===== src/rtl/cfg_guard_pkg.sv =====
package cfg_guard_pkg;

  typedef enum logic [1:0] {
    GST_LOCKED = 2'b00,
    GST_OPEN   = 2'b01,
    GST_SEALED = 2'b10
  } guard_state_e;

endpackage


===== src/rtl/guard_window_timer.sv =====
module guard_window_timer #(
  parameter int WINDOW_CYCLES = 8000
) (
  input  logic clk,
  input  logic rst_n,
  output logic expired_o
);

  localparam int CW = $clog2(WINDOW_CYCLES + 1);
  localparam logic [CW-1:0] LAST = CW'(WINDOW_CYCLES - 1);

  logic [CW-1:0] cnt_q, cnt_d;
  logic          exp_q, exp_d;
  logic          tick_en;

  assign tick_en = !exp_q;

  always_comb begin
    cnt_d = cnt_q;
    exp_d = exp_q;
    if (tick_en) begin
      if (cnt_q == LAST) begin
        exp_d = 1'b1;
      end else begin
        cnt_d = cnt_q + 1'b1;
      end
    end
  end

  always_ff @(posedge clk or negedge rst_n) begin
    if (!rst_n) begin
      cnt_q <= '0;
      exp_q <= 1'b0;
    end else if (tick_en) begin
      cnt_q <= cnt_d;
      exp_q <= exp_d;
    end
  end

  assign expired_o = exp_q;

endmodule


===== src/rtl/guard_lock_fsm.sv =====
module guard_lock_fsm
  import cfg_guard_pkg::*;
#(
  parameter int              DATA_W      = 32,
  parameter int              ADDR_W      = 8,
  parameter int              CODE_W      = 30,
  parameter logic [ADDR_W-1:0] UNLOCK_ADDR = 8'h24,
  parameter logic [CODE_W-1:0] ACCESS_CODE = 30'h1A5C3E17
) (
  input  logic              clk,
  input  logic              rst_n,
  input  logic              nv_seal_i,
  input  logic              win_expired_i,
  input  logic              wr_i,
  input  logic [ADDR_W-1:0] addr_i,
  input  logic [DATA_W-1:0] wdata_i,
  output guard_state_e      state_o
);

  guard_state_e state_q, state_d;
  logic         armed_q;
  logic         code_ok;
  logic         try_unlock;

  assign code_ok    = (wdata_i[CODE_W-1:0] == ACCESS_CODE);
  assign try_unlock = armed_q && wr_i && (addr_i == UNLOCK_ADDR) && !win_expired_i;

  always_comb begin
    state_d = state_q;
    unique case (state_q)
      GST_LOCKED: begin
        if (!armed_q) begin
          state_d = nv_seal_i ? GST_SEALED : GST_LOCKED;
        end else if (try_unlock && code_ok) begin
          state_d = GST_OPEN;
        end
      end
      GST_OPEN:   state_d = GST_OPEN;
      GST_SEALED: state_d = GST_SEALED;
      default:    state_d = GST_LOCKED;
    endcase
  end

  always_ff @(posedge clk or negedge rst_n) begin
    if (!rst_n) begin
      state_q <= GST_LOCKED;
      armed_q <= 1'b0;
    end else begin
      state_q <= state_d;
      armed_q <= 1'b1;
    end
  end

  assign state_o = state_q;

endmodule


===== src/rtl/guard_regfile.sv =====
module guard_regfile #(
  parameter int                DATA_W    = 32,
  parameter int                ADDR_W    = 8,
  parameter int                NREGS     = 8,
  parameter logic [ADDR_W-1:0] SEAL_ADDR = 8'h20
) (
  input  logic              clk,
  input  logic              rst_n,
  input  logic              open_i,
  input  logic              wr_i,
  input  logic              rd_i,
  input  logic [ADDR_W-1:0] addr_i,
  input  logic [DATA_W-1:0] wdata_i,
  output logic [DATA_W-1:0] rdata_o,
  output logic              seal_req_o
);

  logic [DATA_W-1:0] word [NREGS];
  logic [DATA_W-1:0] rd_val;
  logic [DATA_W-1:0] rdata_q, rdata_d;
  logic              seal_q, seal_d;
  logic              seal_we;
  logic              bus_wr_ok;

  assign bus_wr_ok = open_i && wr_i;

  for (genvar g = 0; g < NREGS; g++) begin : g_reg
    logic [DATA_W-1:0] q_r, d_r;
    logic              we_r;

    assign we_r = bus_wr_ok && (addr_i == ADDR_W'(g));

    always_comb begin
      d_r = q_r;
      if (we_r) d_r = wdata_i;
    end

    always_ff @(posedge clk or negedge rst_n) begin
      if (!rst_n) q_r <= '0;
      else if (we_r) q_r <= d_r;
    end

    assign word[g] = q_r;
  end

  assign seal_we = bus_wr_ok && (addr_i == SEAL_ADDR);

  always_comb begin
    seal_d = seal_q;
    if (seal_we) seal_d = wdata_i[0];
  end

  always_comb begin
    rd_val = '0;
    for (int i = 0; i < NREGS; i++) begin
      if (addr_i == ADDR_W'(i)) rd_val = word[i];
    end
    if (addr_i == SEAL_ADDR) rd_val = {{(DATA_W-1){1'b0}}, seal_q};
  end

  always_comb begin
    rdata_d = rdata_q;
    if (rd_i) rdata_d = open_i ? rd_val : '0;
  end

  always_ff @(posedge clk or negedge rst_n) begin
    if (!rst_n) begin
      rdata_q <= '0;
      seal_q  <= 1'b0;
    end else begin
      if (rd_i)    rdata_q <= rdata_d;
      if (seal_we) seal_q  <= seal_d;
    end
  end

  assign rdata_o    = rdata_q;
  assign seal_req_o = seal_q;

endmodule


===== src/rtl/cfg_access_guard.sv =====
module cfg_access_guard
  import cfg_guard_pkg::*;
#(
  parameter int                DATA_W        = 32,
  parameter int                ADDR_W        = 8,
  parameter int                NREGS         = 8,
  parameter int                CODE_W        = 30,
  parameter int                WINDOW_CYCLES = 8000,
  parameter logic [ADDR_W-1:0] UNLOCK_ADDR   = 8'h24,
  parameter logic [ADDR_W-1:0] SEAL_ADDR     = 8'h20,
  parameter logic [CODE_W-1:0] ACCESS_CODE   = 30'h1A5C3E17
) (
  input  logic              clk,
  input  logic              rst_n,
  input  logic              nv_seal_i,
  input  logic [ADDR_W-1:0] bus_addr_i,
  input  logic [DATA_W-1:0] bus_wdata_i,
  input  logic              bus_wr_i,
  input  logic              bus_rd_i,
  output logic [DATA_W-1:0] bus_rdata_o,
  output logic [1:0]        lock_state_o,
  output logic              seal_req_o
);

  logic         win_expired;
  guard_state_e state;
  logic         is_open;

  guard_window_timer #(
    .WINDOW_CYCLES(WINDOW_CYCLES)
  ) u_timer (
    .clk       (clk),
    .rst_n     (rst_n),
    .expired_o (win_expired)
  );

  guard_lock_fsm #(
    .DATA_W      (DATA_W),
    .ADDR_W      (ADDR_W),
    .CODE_W      (CODE_W),
    .UNLOCK_ADDR (UNLOCK_ADDR),
    .ACCESS_CODE (ACCESS_CODE)
  ) u_fsm (
    .clk           (clk),
    .rst_n         (rst_n),
    .nv_seal_i     (nv_seal_i),
    .win_expired_i (win_expired),
    .wr_i          (bus_wr_i),
    .addr_i        (bus_addr_i),
    .wdata_i       (bus_wdata_i),
    .state_o       (state)
  );

  assign is_open = (state == GST_OPEN);

  guard_regfile #(
    .DATA_W    (DATA_W),
    .ADDR_W    (ADDR_W),
    .NREGS     (NREGS),
    .SEAL_ADDR (SEAL_ADDR)
  ) u_regs (
    .clk        (clk),
    .rst_n      (rst_n),
    .open_i     (is_open),
    .wr_i       (bus_wr_i),
    .rd_i       (bus_rd_i),
    .addr_i     (bus_addr_i),
    .wdata_i    (bus_wdata_i),
    .rdata_o    (bus_rdata_o),
    .seal_req_o (seal_req_o)
  );

  assign lock_state_o = state;

endmodule


===== config.mk =====
export PLATFORM = sky130hd
export DESIGN_NAME = cfg_access_guard
export DESIGN_NICKNAME = d
export VERILOG_FILES = /design/src/rtl/cfg_guard_pkg.sv /design/src/rtl/guard_window_timer.sv /design/src/rtl/guard_lock_fsm.sv /design/src/rtl/guard_regfile.sv /design/src/rtl/cfg_access_guard.sv
export SDC_FILE = /design/constraint.sdc
export NUM_CORES = 1
export LEC_CHECK = 0
export BUFFER_PORTS_ARGS = -buffer_cell sky130_fd_sc_hd__buf_2
export CORE_MARGIN = 2
export CORE_UTILIZATION = 66
export CTS_CLUSTER_SIZE = 8
export DETAILED_ROUTE_END_ITERATION = 10
export MAX_ROUTING_LAYER = met4
export PLACE_DENSITY = 0.91
export SLEW_MARGIN = 20
export SYNTH_ARGS = -nofsm -noshare
export SYNTH_HDL_FRONTEND = slang
export SYNTH_SLANG_ARGS = --single-unit

===== constraint.sdc =====
create_clock -name clk -period 5.95 [get_ports clk]
set_clock_uncertainty 0.1 [all_clocks]
set_input_delay 0.2975 -clock clk [delete_from_list [all_inputs] [get_ports clk]]
set_output_delay 0.2975 -clock clk [all_outputs]
set_load 0.05 [all_outputs]

==> flow_summary.toml <==
[sta]
max_freq_mhz = 328
slew_violations = 0
min_period_ns = 3.05
setup_slack_ns = 2.90
finalHoldViolations = 0
setup_viol = 0
rsz0062_at_grt = "false"
tns_ns = 0
tightest_slew_ns = 1.17
slew_headroom = 0.216
post-route-period-util = 0.512

[clock_network]
numCtsBuffers = 44
cts-root-buf = "clkbuf_16"
clock_latency_ns = 0.53
cts_max_path_buffers = 3
cts_tree = "built"
path_clk_slew_ns = 0.05
htree_levels = 2
clock_sinks = 306

[global_routing]
grt_pass1_vias = 10900
antenna_found_initial = 2
grt_pass1_wl_um = 58400
grtUsageTotal = 0.345
grt_start_max_net_pins = 170
gr-total-overflow = 0

[drt]
vias = 10300
postRouteAntennaNets = 0
firstDrtPassIters = 5
wl_per_cell_um = 25.3
routed_wl_um = 37500
drc_errors = 0
drtIter0Drc = 888
via_per_inst = 6.98

[synthesis]
synth.net_count = 1186
synthFlopType = "dfrtp_1"
synth.avg_cell_area_sq_um = 12.5
synth_edf_count = 0
yosys_warnings = 0
synth_seq_cells = 306
synth_top_cell_by_area = "dfrtp_1"
ys_async_sr_fraction = 1.00
synthCells = 1140
yosysUniqueCellTypes = 57
ys_seq_area_frac = 0.538
synthTopCellsByArea = "dfrtp_1 (54%), mux2_2 (20%), mux2_4 (3.0%), o22ai_1 (2.4%), nor2_1 (2.3%)"
netlist_area_sq_mm = 0.0142
yosysMostFrequentCell = "dfrtp_1"
yosysTopAreaCellShare = 0.538
synth_commonest_cells = "dfrtp_1 (306), mux2_2 (253), nor2_1 (87)"

[setup_path]
startpoint_type = "input pin"
critPathArrivalTime_ns = 3.35
end_kind = "register"
cp_max_fo = 49
crit_type = "in2reg"
required_ns = 6.26

[job]
max_cap_violations = 0

[power]
power_density_mw_per_mm2 = 278
p_leak_nw = 7.95
ir_drop_v = 0.000278
p_total_mw = 4.46

[die]
row_count = 53
dieWidth_um = 151
die_h_um = 151
num_io_pins = 80
start_util = 0.675
core_sq_mm = 0.0211
dieArea_sq_mm = 0.0227

[cells_and_area]
drive_gt1_frac = 0.378
synthToLayoutAreaGrowth_pct = 12.5
final_nets = 1247

[min_path]
hold_path.class = "in2reg"

[place]
dp_hpwl_um = 20700
port_buffers = 79
finalWeightedCongestion = 0.846
place_ws_ns = 2.48

[run_status]
status = "finished clean"
[cell type report]
cell class / instances / area [sq um]
timing repair buffer: 102 / 648
multi-input combinational: 720 / 6100
sequential: 306 / 7660
clock inverter: 3 / 26.3
antenna: 2 / 5.00
fill: 1219 / 5080
inverter: 27 / 101
tap: 275 / 344
clock buffer: 45 / 1130
[per-layer routing]
| metal | track usage | wire, um | vias to the layer above | part of all wire |
|---|---|---|---|---|
| met5 | - | 0 | - | 0 |
| met1 | 0.441 | 14700 | 5280 | 0.39 |
| met4 | 0.161 | 1510 | 0 | 0.040 |
| li1 | - | - | 4297 | - |
| met2 | 0.545 | 18400 | 596 | 0.49 |
| met3 | 0.0611 | 2880 | 150 | 0.077 |
[critical path: stages]
cell,delay (ns)
buf_2,0.23
buf_4,0.37
nor2_1,0.37
nand3_1,0.34
nor3_4,0.82
buf_4,0.48
mux2_2,0.40
[logic make-up (layout without fill, tap and decap cells)]
logic type                 Yosys count  in the layout  share of synthesized area
xor gates and xnor gates            11             11                    0.00677
and+or+nand+nor                    164            164                     0.0605
buffers and inverters              114            177                     0.0361
muxes                              287            287                      0.235
AOI/OAI and AO/OA                  256            256                      0.122
DFF                                306            306                      0.538
adders and majority gates            1              1                   0.000879
other                                1              3                   0.000264
[power by group]
part / switching, mW / leakage [nW] / internal (mW)
clock: 0.851 / 0.568 / 1.32
sequential: 0.000195 / 4.26 / 2.09
combinational: 0.152 / 3.13 / 0.0448
[timing repair]
item	in CTS	in global routing
hold buffers	3	0
setup endpoints to repair	0	0
buffers inserted	0	0
endpoints found under the hold margin	143	0
gates resized for setup	0	0
[per-stage QoR]
step           hold slack (ns)  cell area [sq um]  instances  utilization
2_1_floorplan          -0.0981              14200       1140            -
3_3_place_gp             0.355              14700       1424        0.699
3_5_place_dp             0.357              14800       1426        0.701
4_1_cts                 0.0227              16000       1477        0.758
5_1_grt                 0.0396              16000       1480        0.759
6_report                0.0311              16000       1480        0.759
[path summary, 6_finish.rpt]
path / startpoint / end / slack, ns / depth (start not counted)
max: bus_addr_i[3] / u_regs.g_reg[1].q_r[19] / 2.90 / 7
min: bus_wdata_i[23] / u_regs.g_reg[6].q_r[23] / 0.03 / 2
max reg2reg: u_fsm.state_o[0] / u_regs.g_reg[1].q_r[19] / 2.97 / 5
min reg2reg: u_timer.cnt_q[5] / u_timer.cnt_q[5] / 0.36 / 1
max in group asynchronous: rst_n / u_regs.g_reg[1].q_r[9] / 4.36 / 3
min in group asynchronous: rst_n / u_regs.g_reg[1].q_r[23] / 0.17 / 2
[layout by cell type, fill, tap and decap left out, types with 5 or more instances in the layout]
cell type  instances
buf_2             77
and3_1             5
a21oi_1           13
buf_4             17
mux2_4            28
a31o_2            10
nand4b_1          12
mux2_1             5
clkbuf_16         45
mux2_2           253
o21a_1            10
xnor2_1            8
a211oi_1          20
dfrtp_1          306
nand2_1           14
o221ai_1           6
o22ai_1           55
inv_1             27
a21o_1            20
o21ai_0           61
o31ai_1           22
nand3_1            6
a22o_1            10
nor2_1            85
o32ai_1           20
[flip-flops by register name, indices dropped and copies added, names as in the netlist]
name,flops
u_regs.seal_req_o,1
u_regs.rdata_o,32
u_fsm.armed_q,1
u_fsm.state_o,2
u_regs.g.q_r,256
u_timer.cnt_q,13
u_timer.expired_o,1
(Power assumes the default switching activity.)
